### config.mk
export PLATFORM = sky130hd
export DESIGN_NAME = pattern_spy_buf
export DESIGN_NICKNAME = d
export VERILOG_FILES = /design/src/rtl/pspy_pkg.sv /design/src/rtl/pspy_pattern_mem.sv /design/src/rtl/pspy_playback.sv /design/src/rtl/pspy_capture.sv /design/src/rtl/pattern_spy_buf.sv
export SDC_FILE = /design/constraint.sdc
export NUM_CORES = 1
export LEC_CHECK = 0
export BUFFER_PORTS_ARGS = -buffer_cell sky130_fd_sc_hd__buf_2
export CAP_MARGIN = 20
export CORE_MARGIN = 5
export CORE_UTILIZATION = 61
export CTS_CLUSTER_DIAMETER = 200
export DETAILED_ROUTE_END_ITERATION = 8
export GPL_ROUTABILITY_DRIVEN = 0
export GPL_TIMING_DRIVEN = 0
export PLACE_DENSITY = 0.79
export SYNTH_ARGS = -nofsm -noshare
export SYNTH_HDL_FRONTEND = slang
export SYNTH_SLANG_ARGS = --single-unit
### constraint.sdc
create_clock -name clk -period 3.18 [get_ports clk]
set_input_delay 0.318 -clock clk [delete_from_list [all_inputs] [get_ports clk]]
set_output_delay 0.318 -clock clk [all_outputs]
set_load 0.01 [all_outputs]
### src/rtl/pspy_pkg.sv
package pspy_pkg;
    typedef enum logic [1:0] {
        SPY_ARMED  = 2'd0,
        SPY_RUN    = 2'd1,
        SPY_FROZEN = 2'd2
    } spy_state_e;

    localparam int ST_ACTIVE = 0;
    localparam int ST_DONE   = 1;
    localparam int ST_FROZEN = 2;
    localparam int ST_W      = 3;
endpackage

### src/rtl/pspy_pattern_mem.sv
module pspy_pattern_mem #(
    parameter int DATA_W = 16,
    parameter int DEPTH  = 16,
    localparam int AW    = $clog2(DEPTH)
) (
    input  logic              clk,
    input  logic              we,
    input  logic [AW-1:0]     waddr,
    input  logic [DATA_W-1:0] wdata,
    input  logic [AW-1:0]     raddr,
    output logic [DATA_W-1:0] rdata
);
    logic [DATA_W-1:0] mem_q [DEPTH];

    always_ff @(posedge clk) begin
        if (we) begin
            mem_q[waddr] <= wdata;
        end
    end

    assign rdata = mem_q[raddr];
endmodule

### src/rtl/pspy_playback.sv
module pspy_playback #(
    parameter int DEPTH = 16,
    localparam int AW   = $clog2(DEPTH)
) (
    input  logic          clk,
    input  logic          rst_n,
    input  logic          len_we,
    input  logic [AW-1:0] len_last,
    input  logic          start,
    input  logic          cont_in,
    input  logic          stop,
    output logic          active,
    output logic          done,
    output logic [AW-1:0] idx
);
    typedef struct packed {
        logic          active;
        logic          cont;
        logic          done;
        logic [AW-1:0] idx;
        logic [AW-1:0] last;
    } pb_t;

    pb_t q, d;

    always_comb begin
        d = q;
        if (len_we) begin
            d.last = len_last;
        end
        if (stop) begin
            d.active = 1'b0;
        end else if (start) begin
            d.active = 1'b1;
            d.cont   = cont_in;
            d.done   = 1'b0;
            d.idx    = '0;
        end else if (q.active) begin
            if (q.idx >= q.last) begin
                if (q.cont) begin
                    d.idx = '0;
                end else begin
                    d.active = 1'b0;
                    d.done   = 1'b1;
                end
            end else begin
                d.idx = q.idx + 1'b1;
            end
        end
    end

    always_ff @(posedge clk) begin
        if (!rst_n) begin
            q.active <= 1'b0;
            q.cont   <= 1'b0;
            q.done   <= 1'b0;
            q.idx    <= '0;
            q.last   <= '1;
        end else begin
            q <= d;
        end
    end

    assign active = q.active;
    assign done   = q.done;
    assign idx    = q.idx;

    assert_start_R3: assert property (@(posedge clk) disable iff (!rst_n)
        (start && !stop) |=> (q.active && q.idx == '0 && !q.done));

    assert_single_end_R4: assert property (@(posedge clk) disable iff (!rst_n)
        (q.active && !q.cont && q.idx >= q.last && !start && !stop)
        |=> (!q.active && q.done));

    assert_wrap_R5: assert property (@(posedge clk) disable iff (!rst_n)
        (q.active && q.cont && q.idx >= q.last && !start && !stop)
        |=> (q.active && q.idx == '0));

    assert_stop_R5: assert property (@(posedge clk) disable iff (!rst_n)
        stop |=> !q.active);
endmodule

### src/rtl/pspy_capture.sv
module pspy_capture
    import pspy_pkg::*;
#(
    parameter int DATA_W = 16,
    parameter int DEPTH  = 16,
    localparam int AW    = $clog2(DEPTH),
    localparam logic [AW-1:0] LAST = AW'(DEPTH - 1)
) (
    input  logic              clk,
    input  logic              rst_n,
    input  logic              stop,
    input  logic              sync_in,
    input  logic              l1_mode,
    input  logic              l1_accept,
    input  logic [DATA_W-1:0] sample,
    input  logic [AW-1:0]     rd_addr,
    output logic [DATA_W-1:0] rd_data,
    output logic              frozen
);
    typedef struct packed {
        spy_state_e        st;
        logic [AW-1:0]     wptr;
        logic              wrapped;
        logic [DATA_W-1:0] rdat;
    } cap_t;

    cap_t q, d;
    logic              wr_en;
    logic [AW-1:0]     rd_phys;
    logic              freeze_now;
    logic [DATA_W-1:0] ring_q [DEPTH];

    always_comb begin
        d          = q;
        wr_en      = 1'b0;
        freeze_now = 1'b0;
        rd_phys    = q.wrapped ? (q.wptr + rd_addr) : rd_addr;
        d.rdat     = ring_q[rd_phys];
        if (stop) begin
            d.st      = SPY_ARMED;
            d.wptr    = '0;
            d.wrapped = 1'b0;
        end else if ((q.st == SPY_RUN) || (q.st == SPY_ARMED && sync_in)) begin
            wr_en  = 1'b1;
            d.wptr = q.wptr + 1'b1;
            if (q.wptr == LAST) begin
                d.wrapped = 1'b1;
            end
            freeze_now = l1_mode ? l1_accept : (q.wptr == LAST);
            d.st       = freeze_now ? SPY_FROZEN : SPY_RUN;
        end
    end

    always_ff @(posedge clk) begin
        if (!rst_n) begin
            q.st      <= SPY_ARMED;
            q.wptr    <= '0;
            q.wrapped <= 1'b0;
            q.rdat    <= '0;
        end else begin
            q <= d;
        end
    end

    always_ff @(posedge clk) begin
        if (wr_en) begin
            ring_q[q.wptr] <= sample;
        end
    end

    assign rd_data = q.rdat;
    assign frozen  = (q.st == SPY_FROZEN);

    assert_armed_idle_R8: assert property (@(posedge clk) disable iff (!rst_n)
        (q.st == SPY_ARMED && !sync_in && !stop) |=> (q.st == SPY_ARMED && $stable(q.wptr)));

    assert_frozen_hold_R11: assert property (@(posedge clk) disable iff (!rst_n)
        (q.st == SPY_FROZEN && !stop) |=> (q.st == SPY_FROZEN && $stable(q.wptr) && $stable(q.wrapped)));

    assert_stop_rearm_R12: assert property (@(posedge clk) disable iff (!rst_n)
        stop |=> (q.st == SPY_ARMED && q.wptr == '0 && !q.wrapped));
endmodule

### src/rtl/pattern_spy_buf.sv
module pattern_spy_buf
    import pspy_pkg::*;
#(
    parameter int DATA_W    = 16,
    parameter int PAT_DEPTH = 16,
    parameter int SPY_DEPTH = 16,
    localparam int PAW      = $clog2(PAT_DEPTH),
    localparam int SAW      = $clog2(SPY_DEPTH)
) (
    input  logic              clk,
    input  logic              rst_n,
    input  logic              ld_we,
    input  logic [PAW-1:0]    ld_addr,
    input  logic [DATA_W-1:0] ld_data,
    input  logic              len_we,
    input  logic [PAW-1:0]    len_last,
    input  logic              pb_start,
    input  logic              pb_continuous,
    input  logic              ctl_stop,
    output logic [DATA_W-1:0] pb_data,
    output logic              pb_valid,
    input  logic              spy_master,
    input  logic              spy_go,
    output logic              spy_sync_out,
    input  logic              spy_sync_in,
    input  logic [DATA_W-1:0] spy_sample,
    input  logic              spy_l1_mode,
    input  logic              l1_accept,
    input  logic [SAW-1:0]    rd_addr,
    output logic [DATA_W-1:0] rd_data,
    output logic [ST_W-1:0]   status
);
    logic              pb_active;
    logic              pb_done;
    logic [PAW-1:0]    pb_idx;
    logic [DATA_W-1:0] pat_word;
    logic              spy_frozen;
    logic              strobe_d, strobe_q;

    pspy_pattern_mem #(.DATA_W(DATA_W), .DEPTH(PAT_DEPTH)) u_pat (
        .clk   (clk),
        .we    (ld_we),
        .waddr (ld_addr),
        .wdata (ld_data),
        .raddr (pb_idx),
        .rdata (pat_word)
    );

    pspy_playback #(.DEPTH(PAT_DEPTH)) u_pb (
        .clk      (clk),
        .rst_n    (rst_n),
        .len_we   (len_we),
        .len_last (len_last),
        .start    (pb_start),
        .cont_in  (pb_continuous),
        .stop     (ctl_stop),
        .active   (pb_active),
        .done     (pb_done),
        .idx      (pb_idx)
    );

    pspy_capture #(.DATA_W(DATA_W), .DEPTH(SPY_DEPTH)) u_cap (
        .clk       (clk),
        .rst_n     (rst_n),
        .stop      (ctl_stop),
        .sync_in   (spy_sync_in),
        .l1_mode   (spy_l1_mode),
        .l1_accept (l1_accept),
        .sample    (spy_sample),
        .rd_addr   (rd_addr),
        .rd_data   (rd_data),
        .frozen    (spy_frozen)
    );

    always_comb begin
        strobe_d = spy_go & spy_master;
    end

    always_ff @(posedge clk) begin
        if (!rst_n) begin
            strobe_q <= 1'b0;
        end else begin
            strobe_q <= strobe_d;
        end
    end

    assign spy_sync_out       = strobe_q;
    assign pb_valid           = pb_active;
    assign pb_data            = pb_active ? pat_word : '0;
    assign status[ST_ACTIVE]  = pb_active;
    assign status[ST_DONE]    = pb_done;
    assign status[ST_FROZEN]  = spy_frozen;

    assert_slave_quiet_R7: assert property (@(posedge clk) disable iff (!rst_n)
        !spy_master |=> !spy_sync_out);

    assert_idle_output_R3: assert property (@(posedge clk) disable iff (!rst_n)
        (!pb_start && !pb_valid) |=> (pb_data == '0 || pb_valid));
endmodule

# Word level (Yosys, flattened, before mapping)
# Memory sizes are Yosys's and may differ from the RTL's. A register that Yosys moved wholly into a read port is not among the register bits.
# Index checks and enable logic that the tools add are counted.
# totals
mem_bits_rw	512
mem_count	2
out_inout_bits	37
regBits	19
word_cells	56
inputBits	56
# memory_table
name	depth	width	rd	rd_ports_with_merged_regs	write_ports	line	source
u_cap.ring_q	16	16	1	1	1	pspy_capture.sv:31	logic [DATA_W-1:0] ring_q [DEPTH];
u_pat.mem_q	16	16	1	1	1	pspy_pattern_mem.sv:13	logic [DATA_W-1:0] mem_q [DEPTH];
# classes
reduce_logical	11
mux	22
order_cmp	1
eq_ne	5
add_sub_neg	3
n_bitwise	3
# ops
cell	n
$mux 4	5
$mux 16	1
$mux 1	13
$mux 5	2
$add 4x1->4 const B	2
$add 4x4->4	1
$eq 4x4->1 const B	1
$ge 4x4->1	1
$reduce_and 2->1	2
$reduce_and 4->1	1
$reduce_bool 2->1	2
$ne 3x2->1 const B	1
$reduce_and 3->1	1
$eq 2x1->1 const B	1
$eq 2x2->1 const B	1
$logic_not 2->1	1
$mux 2	1
$ne 2x2->1 const B	1
$not 1->1	2
$reduce_or 2->1	1
$and 1x1->1	1
$logic_and 1x1->1	1
$logic_not 1->1	1
$logic_or 1x1->1	1

# Logic depth before layout (Yosys ltp)
# Gate-level depths: netlist (run 1).
# depth
depth_word	7
depth_mapped	9
mapped_depth_nobuf	7

# Modules after synthesis
# Synthesis (run 1) repeated with hierarchy kept, for this count alone.
# hier_totals
hier_cells	1007
hier_area_um2	21363.0
# by_module_without_submodules
mod	seq_area_each_um2	n_inst	area_per_inst_um2	cells_per_inst
pspy_capture	8147.8	1	10854.2	502
pspy_pattern_mem	7687.4	1	9723.1	416
pspy_playback	220.2	1	610.6	67
pattern_spy_buf	20.0	1	175.2	22

# Least setup slack after synthesis (run 1)
# OpenSTA, ideal clock, no wires.
# synth_path
path_type	register to register
from	register u_cap.q[17] (netlist name)
to	register u_cap.rd_data[0] (netlist name)
synth_period_minus_slack_ns	2.525
t_arrival_ns	2.391
t_required_ns	3.046
setup_ns	0.134
path_slack_ns	0.655
stages_incl_launch_ff	8
path_buffers	1
cell_sequence	dfxtp_1 > ha_1 > fa_1 > mux2i_4 > buf_6 > mux4_2 > mux2i_1 > o22ai_1
# synth_between
elab_chain_cells	2
# synth_lines
item	line	source
start: declaration	pspy_capture.sv:27	cap_t q, d;
$add 4x4->4	pspy_capture.sv:37	rd_phys = q.wrapped ? (q.wptr + rd_addr) : rd_addr;
$mux 4	pspy_capture.sv:37	
# Every way passes these cells.
# A chain may end at the register's enable or synchronous reset.

==> results.toml, run 1 <==
[clock_tree]
clk_pin_slew_ns = 0.06
cts.path.max_buffers = 3
numClockSinks = 551
clk_root_buf = "sky130_fd_sc_hd__clkbuf_16"
tritoncts = "built"
insertion_delay_ns = 0.60
h-tree-depth = 2
cts_made_buffers = 54

[sta]
worst_pin_slew_ns = 1.06
post-route-period-util = 0.977
maxClockFrequency_mhz = 322
drv_slew = 0
hold_viol_final = 0
timing.final.setup_violations = 0
timing.slew.headroom = 0.291
grt_setup_unrepaired = "true"
finalClockSkew_ns = 0.0267
final_period_minus_worst_setup_slack_ns = 3.11

[pwr]
power.sequential.fraction = 0.545
power.density_nw_per_um2 = 599
total_leakage_power_uw = 0.00820
share_comb_of_total_power = 0.043
clock_power_share = 0.412
finalPower_uw = 14800
peak_supply_drop_uv = 629
p_switching_uw = 3050
switching_share = 0.206
cell_internal_pwr_uw = 11800

[critical_path]
worst_ep_arrival_time_ns = 2.79
ff2ff_path_depth = 7
worstReg2RegStart = "u_cap.q[18]$_SDFFE_PP0N_"
worst_path_max_delay_cell = "sky130_fd_sc_hd__dfxtp_2"
worst-r2r-setup-slack_ns = 0.13
critPathCaptureType = "output port"
crit_path_cell_trace = "clkbuf_2 > mux4_2 > mux4_2 > and2_1 > buf_2"
criticalPathCategory = "register to output port"
worst-path-buf-inv = 2
reg2reg_to = "u_cap.rd_data[14]$_SDFF_PN0_"
crit_required_ns = 2.86
worst_path_most_repeated_cell = "sky130_fd_sc_hd__mux4_2"
cpPeakStageDelay_ns = 0.49
critPathMaxFanout = 10
crit_family = "multiplexers"
timing.critical_path.from_type = "register"

[final_layout]
finish.instance_area_sq_um = 24700
instances_no_fill = 1660
fraction_of_layout_cells_with_a_size_suffix_above_1 = 0.367
finalNetCount = 1229
layout-area-overhead-vs-synth_pct = 16.3
layout.filler_cells = 1946

[grt]
grt_pass1_vias = 11200
grt_util_met2 = 0.441
grt_first_pass_wirelength_microns = 72300
pin_count_of_the_biggest_net_entering_global_routing = 17
gr-usage-all-layers = 0.257
grtUsageMet1 = 0.343
met3_usage = 0.0480
grt_overflow_total = 0
global_route.peak_usage_layer = "met2"
antenna_found_initial = 2

[placed_design]
io_buffer_count = 91
hpwl_microns = 30000
post-place-cells = 1550
area_after_detailed_placement_sq_um = 22900

[yosys]
number_of_synthesized_register_bits = 551
synthesis.area_per_instance_sq_um = 21.9
yosys.area_share.xor_xnor = 0.00165
post_synth_num_cell_types = 41
synth_compound_area_frac = 0.0135
postSynthCellCount = 971
synthDominantCellAreaShare = 0.723
yosys_warnings = 0
synth_nets = 1040
synth.cell_area_sq_um = 21300
synth_flop_cell = "sky130_fd_sc_hd__edfxtp_1"
mux_cell_area_share_after_synthesis = 0.173
synthArstFlopShare = 0
yosysSeqAreaShare = 0.760
yosys.area_share.simple = 0.0241
largest_area_contributor_in_the_netlist = "sky130_fd_sc_hd__edfxtp_1"
number_of_flops_mapped_to_enable_cells_by_yosys = 512
largest_family_of_logic_cells_by_synthesized_area = "multiplexers"
ys_top_cells_by_area = "sky130_fd_sc_hd__edfxtp_1, sky130_fd_sc_hd__mux4_2, sky130_fd_sc_hd__dfxtp_1"
synth-adder-area-share = 0.00800

[drt]
vias = 10700
initialDrtViolationCount = 1055
drc_errors = 0
via_per_inst = 6.43
detailed_route_wl_microns = 48500
dr.pass1.iters = 8
final_antenna_net_count = 0
route.detailed.wl_per_inst_microns = 29.2

[floorplan]
fp-row-count = 68
die_height_microns = 197
dieArea_sq_um = 38700
floorplan_die_width_microns = 197
starting_density = 0.617
coreArea_sq_um = 34500
num_io_pins = 93

[min_path]
hold_depth = 3
min_delay_worst_endpoint = "u_pb.q[9]$_SDFFE_PN0P_"
holdCritPathClass = "input port to register"
hold_path.startpoint = "pb_continuous"

[run]
max_capacitance_violation_total = 0

[status]
outcome = "finished clean"
[how the worst max path moves through the flow]
stage,from,end,slack (ns),depth (start not counted)
4_1_cts,register,pb_data[8],0.001,6
6_report,register,pb_data[8],0.07,5
2_1_floorplan,u_cap.q[17]$_SDFFE_PP0N_,u_cap.rd_data[0]$_SDFF_PN0_,0.66,7
3_5_place_dp,rd_addr[0],u_cap.rd_data[8]$_SDFF_PN0_,-0.22,10
5_1_grt,register,pb_data[15],-0.01,6
3_3_place_gp,ld_addr[2],u_pat.mem_q[0][15]$_DFFE_PP_,-0.65,3
[metal layers]
layer	up-vias	routed length (microns)
li1	4407	-
met3	94	3960
met5	-	27
met4	4	1320
met2	549	25600
met1	5624	17600
[cell usage after synthesis, types with 2 or more instances]
cell type and count:
sky130_fd_sc_hd__and2_1 18, sky130_fd_sc_hd__clkbuf_1 13, sky130_fd_sc_hd__o21ai_0 6, sky130_fd_sc_hd__nand3_1 2, sky130_fd_sc_hd__nand2_1 19, sky130_fd_sc_hd__nor2_1 36, sky130_fd_sc_hd__buf_6 8, sky130_fd_sc_hd__nand2b_1 9
sky130_fd_sc_hd__mux2i_1 41, sky130_fd_sc_hd__dfxtp_1 39, sky130_fd_sc_hd__mux4_2 144, sky130_fd_sc_hd__nor3_1 10, sky130_fd_sc_hd__buf_2 6, sky130_fd_sc_hd__nor2b_1 4, sky130_fd_sc_hd__edfxtp_1 512, sky130_fd_sc_hd__buf_4 28
sky130_fd_sc_hd__inv_1 8, sky130_fd_sc_hd__buf_1 6, sky130_fd_sc_hd__ha_1 12, sky130_fd_sc_hd__o211ai_1 5, sky130_fd_sc_hd__xor2_1 3, sky130_fd_sc_hd__o22ai_1 18, sky130_fd_sc_hd__a21oi_1 5, sky130_fd_sc_hd__nand3b_1 2
[sequential cells by signal, indices dropped and copies added (netlist names), named ones only]
signal,count
u_cap.ring_q,256
u_pat.mem_q,256
u_cap.rd_data,16
u_cap.q,7
u_pb.q,5
u_pb.idx,4
spy_sync_out,1
u_pb.active,1
u_pb.done,1
[power by group through the flow]
stage               clock network (uW)  registers, uW  logic [uW]
floorplan                            0           8200         340
global placement                     0           8210         573
detailed placement                   0           8210         619
CTS                               6190           8070         636
global route                      6530           8070         688
finish                            6100           8070         644
[logic make-up after synthesis]
group / Yosys count
fa+ha+maj: 13
flops: 551
mux: 186
simple gates: 105
buf+inv: 69
compound gates: 43
xor+xnor: 4
[what timing repair did]
action / in CTS / in global routing
gates cloned: 0 / 0
endpoints found under the hold margin: 5 / 0
hold buffers: 6 / 0
setup endpoints to repair: 31 / 32
buffers inserted: 0 / 5
resized for setup: 18 / 13
[layout make-up]
type                    instances  area [sq um]  area share
plain buffers                  59           439      0.0178
diodes                          1          2.50    0.000101
multi-input cells             351          4790       0.194
clock buffers                  66          1400      0.0564
clock inverters                34           298      0.0120
flip-flops and latches        551         16200       0.653
repair buffers                135          1060      0.0427
inverters                       8          30.0     0.00121
well taps                     455           569      0.0230
[tightest hold or removal path, delay by kind of cell]
kind          cells  cell delay [ns]
mux               1             0.06
buf+inv           1             0.09
simple gates      1             0.09
[cell usage in the layout, fill, tap and decap left out, types with 2 or more instances in the layout]
cell type,instances
sky130_fd_sc_hd__nor3_1,2
sky130_fd_sc_hd__bufinv_16,4
sky130_fd_sc_hd__edfxtp_1,512
sky130_fd_sc_hd__inv_1,8
sky130_fd_sc_hd__mux2i_1,38
sky130_fd_sc_hd__a21oi_1,5
sky130_fd_sc_hd__clkbuf_1,19
sky130_fd_sc_hd__buf_16,2
sky130_fd_sc_hd__buf_8,24
sky130_fd_sc_hd__nor2b_1,4
sky130_fd_sc_hd__nand3_1,2
sky130_fd_sc_hd__nor2_2,24
sky130_fd_sc_hd__nor2_1,12
sky130_fd_sc_hd__o22ai_1,18
sky130_fd_sc_hd__xor2_1,3
sky130_fd_sc_hd__dfxtp_1,38
sky130_fd_sc_hd__clkinvlp_4,3
sky130_fd_sc_hd__o211ai_1,5
sky130_fd_sc_hd__and2_1,18
sky130_fd_sc_hd__nor3_2,8
sky130_fd_sc_hd__clkinv_2,14
sky130_fd_sc_hd__nand3b_1,2
sky130_fd_sc_hd__mux4_2,144
sky130_fd_sc_hd__buf_6,21
sky130_fd_sc_hd__nand2_1,19
sky130_fd_sc_hd__buf_2,98
sky130_fd_sc_hd__clkbuf_2,5
sky130_fd_sc_hd__nand2b_1,9
sky130_fd_sc_hd__ha_1,12
sky130_fd_sc_hd__o21ai_0,6
sky130_fd_sc_hd__clkinv_1,10
sky130_fd_sc_hd__mux2i_2,3
sky130_fd_sc_hd__buf_4,28
sky130_fd_sc_hd__clkbuf_16,54
sky130_fd_sc_hd__dlygate4sd3_1,6
[metrics by stage]
| step | utilization | TNS (ns) | setup slack [ns] | hold slack [ns] |
|---|---|---|---|---|
| after floorplan | - | 0 | 0.655 | 0.417 |
| after global placement | 0.647 | -45.22 | -0.653 | 0.474 |
| after detailed placement | 0.664 | -2.02 | -0.216 | 0.487 |
| after CTS | 0.716 | 0 | 0.00143 | 0.000809 |
| after global routing | 0.718 | -0.0233 | -0.0130 | 0.0551 |
| final | 0.718 | 0 | 0.0746 | 0.0180 |
Note: power is estimated with default switching activity, not from simulation.
==> run 2, diff against run 1 <==
Settings changed: CELL_PAD_IN_SITES_DETAIL_PLACEMENT set to 1, CELL_PAD_IN_SITES_GLOBAL_PLACEMENT set to 1, CORE_UTILIZATION 61 to 54, PLACE_DENSITY 0.79 to not set, PLACE_DENSITY_LB_ADDON set to 0.1.
==> results.toml, run 2 (synthesis results as in run 1) <==
[status]
outcome = "finished clean"

[drt]
vias = 10400
initialDrtViolationCount = 982
final_antenna_net_count = 0
detailed_route_wl_microns = 49300
drc_errors = 0
route.detailed.wl_per_inst_microns = 28.6
via_per_inst = 6.03
dr.pass1.iters = 5

[floorplan]
fp-row-count = 72
starting_density = 0.548
dieArea_sq_um = 43500
floorplan_die_width_microns = 208
num_io_pins = 93
coreArea_sq_um = 38800
die_height_microns = 208

[placed_design]
place_worst_setup_slack_ns = -0.0919
io_buffer_count = 91
area_after_detailed_placement_sq_um = 23000
hpwl_microns = 32600
post-place-cells = 1616

[clock_tree]
tritoncts = "built"
clk_root_buf = "sky130_fd_sc_hd__clkbuf_16"
cts_made_buffers = 56
cts.path.max_buffers = 3
numClockSinks = 551
clk_pin_slew_ns = 0.06
insertion_delay_ns = 0.60
h-tree-depth = 2

[grt]
pin_count_of_the_biggest_net_entering_global_routing = 17
grt_first_pass_wirelength_microns = 74700
grt_overflow_total = 0
grt_pass1_vias = 11400
antenna_found_initial = 1
gr-usage-all-layers = 0.231

[critical_path]
crit_required_ns = 2.86
worst_ep_arrival_time_ns = 2.76
critPathMaxFanout = 10
critPathCaptureType = "output port"
timing.critical_path.from_type = "register"
criticalPathCategory = "register to output port"

[final_layout]
instances_no_fill = 1726
finish.instance_area_sq_um = 25100
insertedDiodeCount = 0
layout-area-overhead-vs-synth_pct = 17.8
mostFrequentLayoutCell = "sky130_fd_sc_hd__edfxtp_1"
most_frequent_cells_in_the_layout = "sky130_fd_sc_hd__edfxtp_1, sky130_fd_sc_hd__mux4_2, sky130_fd_sc_hd__buf_2"
fraction_of_layout_cells_with_a_size_suffix_above_1 = 0.367
finalNetCount = 1233

[sta]
setup_total_negative_slack_ns = 0
grt_setup_unrepaired = "true"
post-route-period-util = 0.967
timing.final.setup_violations = 0
drv_slew = 0
maxClockFrequency_mhz = 325
finalClockSkew_ns = 0.0147
fin_worst_hold_slack_ns = 0.0578
hold_viol_final = 0
worst_pin_slew_ns = 0.838
post-route-worst-setup-slack_ns = 0.105
timing.slew.headroom = 0.439
final_period_minus_worst_setup_slack_ns = 3.08

[run]
max_capacitance_violation_total = 0

[min_path]
holdCritPathClass = "input port to register"

[pwr]
total_leakage_power_uw = 0.00831
power.density_nw_per_um2 = 616
peak_supply_drop_uv = 638
-- run 2: per-stage QoR --
stage / total power, uW / utilization
4_1_cts: 15500 / 0.645
2_1_floorplan: 8540 / -
6_report: 15400 / 0.645
3_3_place_gp: 8800 / 0.576
5_1_grt: 15900 / 0.645
3_5_place_dp: 8850 / 0.593
-- run 2: worst paths after layout --
path / from / to / slack [ns] / cells past startpoint
max: register / pb_data[9] / 0.10 / 6
min: spy_sync_in / u_cap.q[21]$_SDFFE_PP0N_ / 0.06 / 3
max reg2reg: u_cap.q[17]$_SDFFE_PP0N_ / u_cap.rd_data[8]$_SDFF_PN0_ / 0.20 / 9
min reg2reg: u_pb.q[1]$_SDFFE_PN1P_ / u_pb.q[1]$_SDFFE_PN1P_ / 0.50 / 2
-- run 2: layout make-up --
class                      count  area [sq um]
tap                          518           648
multi-input combinational    351          4790
clock inverter                26           314
timing repair buffer         137          1120
fill                        3179         13800
inverter                       8          30.0
sequential                   551         16200
buffer                        59           427
clock buffer                  76          1570
-- run 2: metal layers --
| metal | GRT usage | vias to the layer above | routed length (microns) |
|---|---|---|---|
| li1 | - | 4389 | - |
| met1 | 0.348 | 5587 | 21500 |
| met2 | 0.366 | 376 | 23900 |
| met3 | 0.0398 | 61 | 3080 |
| met4 | 0.0473 | 2 | 782 |
| met5 | 0 | - | 13 |
-- run 2: what timing repair did --
| item | CTS | global route |
|---|---|---|
| gates cloned | 0 | 0 |
| buffers inserted | 3 | 0 |
| endpoints found under the setup margin | 24 | 15 |
| pin swaps | 0 | 0 |
| gates resized for setup | 21 | 9 |
| hold buffers | 7 | 0 |
| hold endpoints to repair | 6 | 0 |
-- run 2: power by group --
part	total, uW	switching [uW]	internal [uW]
Sequential	8060	34.2	8030
Clock	6710	2650	4070
Combinational	646	375	271
Total	15400	3050	12400
-- run 2: critical path, cell delays in order (launching register included) --
cell	delay, ns
sky130_fd_sc_hd__dfxtp_1	0.32
sky130_fd_sc_hd__buf_6	0.17
sky130_fd_sc_hd__buf_4	0.29
sky130_fd_sc_hd__mux4_2	0.57
sky130_fd_sc_hd__mux4_2	0.47
sky130_fd_sc_hd__and2_1	0.20
sky130_fd_sc_hd__buf_2	0.14
==> run 3, diff against run 2 <==
Settings changed: ABC_AREA set to 1, CORE_UTILIZATION 54 to 50.
==> results.toml, run 3 <==
[sta]
post-route-period-util = 0.991
timing.final.setup_violations = 0
final_period_minus_worst_setup_slack_ns = 3.15
maxClockFrequency_mhz = 317
drv_slew = 0
setup_total_negative_slack_ns = 0
finalClockSkew_ns = 0.0231
timing.slew.headroom = 0.281
hold_viol_final = 0
worst_pin_slew_ns = 1.07

[yosys]
yosys_warnings = 0
postSynthCellCount = 2149
yosysMostFrequentCell = "sky130_fd_sc_hd__edfxtp_1"
ys_top_cells_by_count = "sky130_fd_sc_hd__edfxtp_1, sky130_fd_sc_hd__nand2_1, sky130_fd_sc_hd__nor2_1, sky130_fd_sc_hd__nand3_1, sky130_fd_sc_hd__inv_1"
yosysSeqAreaShare = 0.687
post_synth_num_cell_types = 32
synth_flop_cell = "sky130_fd_sc_hd__edfxtp_1"
synthDominantCellAreaShare = 0.653
synthesis.area_per_instance_sq_um = 10.9
ys_top_cells_by_area = "sky130_fd_sc_hd__edfxtp_1, sky130_fd_sc_hd__nand3_1, sky130_fd_sc_hd__nand2_1"
synth_nets = 2218
synthArstFlopShare = 0
number_of_synthesized_register_bits = 551
largest_area_contributor_in_the_netlist = "sky130_fd_sc_hd__edfxtp_1"
synth.cell_area_sq_um = 23500
number_of_flops_mapped_to_enable_cells_by_yosys = 512

[clock_tree]
insertion_delay_ns = 0.63
clk_root_buf = "sky130_fd_sc_hd__clkbuf_16"
numClockSinks = 551
tritoncts = "built"
cts_made_buffers = 56
clk_pin_slew_ns = 0.06
h-tree-depth = 2
cts.path.max_buffers = 3
post-cts-setup-buffers = 0

[final_layout]
most_frequent_cells_in_the_layout = "sky130_fd_sc_hd__edfxtp_1, sky130_fd_sc_hd__nand2_1, sky130_fd_sc_hd__nand3_1"
fin_util = 0.583
layout-area-overhead-vs-synth_pct = 15.4
fraction_of_layout_cells_with_a_size_suffix_above_1 = 0.140
mostFrequentLayoutCell = "sky130_fd_sc_hd__edfxtp_1"
finalNetCount = 2408
layout.filler_cells = 4921

[drt]
drc_errors = 0
dr.pass1.iters = 5
vias = 17200
detailed_route_wl_microns = 74700
final_antenna_net_count = 0
via_per_inst = 5.73
route.detailed.wl_per_inst_microns = 24.9
initialDrtViolationCount = 1993

[pwr]
peak_supply_drop_uv = 461
power.density_nw_per_um2 = 583
total_leakage_power_uw = 0.0107

[critical_path]
critPathCaptureType = "output port"
critPathMaxFanout = 10
criticalPathCategory = "register to output port"
worst_ep_arrival_time_ns = 2.83
timing.critical_path.from_type = "register"
crit_required_ns = 2.86

[min_path]
holdCritPathClass = "input port to register"

[grt]
pin_count_of_the_biggest_net_entering_global_routing = 17
gr-usage-all-layers = 0.287
antenna_found_initial = 3
grt_first_pass_wirelength_microns = 109000
grt_overflow_total = 0
grt_pass1_vias = 17900

[status]
outcome = "finished clean"

[placed_design]
hpwl_microns = 51700
io_buffer_count = 92

[floorplan]
dieArea_sq_um = 51500
starting_density = 0.505
floorplan_die_width_microns = 227
die_height_microns = 227
coreArea_sq_um = 46600
fp-row-count = 79
num_io_pins = 93

[run]
max_capacitance_violation_total = 0
[run 3: changes by cell type after synthesis, sizes merged, moves of 28 or more]
cell / change
nand2: +300
nand3: +291
nor2: +265
inv: +252
mux4: -144
o21ai: +128
buf: +55
nand3b: +47
o211ai: +43
mux2i: -42
a21oi: +28
[run 3: what timing repair did]
item,in CTS,in global routing
gates resized for setup,5,10
endpoints found under the setup margin,12,15
hold buffers,11,0
hold endpoints to repair,6,0
[run 3: cell type report]
class | instances | area (sq um) | share of cell area
well taps | 607 | 759 | 0.0280
flip-flops and latches | 551 | 16200 | 0.595
clock inverters | 28 | 226 | 0.00834
diodes | 2 | 5.00 | 0.000184
clock buffers | 77 | 1530 | 0.0563
multi-input cells | 1203 | 5740 | 0.211
plain buffers | 134 | 756 | 0.0278
repair buffers | 132 | 1010 | 0.0374
inverters | 261 | 980 | 0.0361
[run 3: path summary, 6_finish.rpt]
check / startpoint / endpoint / slack [ns] / depth (start not counted)
max reg2reg: u_cap.q[21]$_SDFFE_PP0N_ / u_cap.ring_q[9][10]$_DFFE_PP_ / 0.39 / 7
min reg2reg: u_pb.done$_SDFFE_PN0P_ / u_pb.done$_SDFFE_PN0P_ / 0.46 / 2
max: register / pb_data[4] / 0.03 / 7
min: spy_sync_in / u_cap.q[21]$_SDFFE_PP0N_ / 0.04 / 3
[run 3: where the power goes]
part	internal, uW	switching [uW]
clock network	3600	2800
logic	375	991
registers	8040	39.5
total	12000	3830
[run 3: cell families after synthesis]
logic type               synth area share
adder cells (fa/ha/maj)           0.00723
buffers and inverters              0.0729
AND/OR/NAND/NOR                     0.181
XOR/XNOR                         0.000745
AO/OA/AOI/OAI                      0.0518
flip-flops                          0.687
[run 3: critical path, cell delays in order, from the launching register on]
cell and delay (ns):
sky130_fd_sc_hd__dfxtp_1 0.32, sky130_fd_sc_hd__clkbuf_4 0.27, sky130_fd_sc_hd__clkbuf_1 0.58, sky130_fd_sc_hd__o21ai_0 0.21, sky130_fd_sc_hd__o21ai_0 0.33, sky130_fd_sc_hd__nand3_1 0.12, sky130_fd_sc_hd__a21oi_1 0.20, sky130_fd_sc_hd__buf_2 0.18
[run 3: metal layers]
metal,track usage,up-vias,share of wire
met5,0,-,0
met4,0.0720,0,0.025
met3,0.0564,121,0.082
met2,0.461,703,0.47
met1,0.410,8660,0.43
li1,-,7671,-
[run 3: through the flow]
stage          setup slack (ns)  area [sq um]  instances  total power (uW)  hold WS, ns
2_1_floorplan             0.791         23500       2149              8920        0.417
3_3_place_gp             -0.595         24800       2848              9460        0.442
3_5_place_dp              0.315         25300       2877              9550        0.449
4_1_cts                 0.00759         27100       2993             15900       0.0249
5_1_grt                -0.00403         27200       2993             16300       0.0457
6_report                 0.0271         27200       2995             15800       0.0446
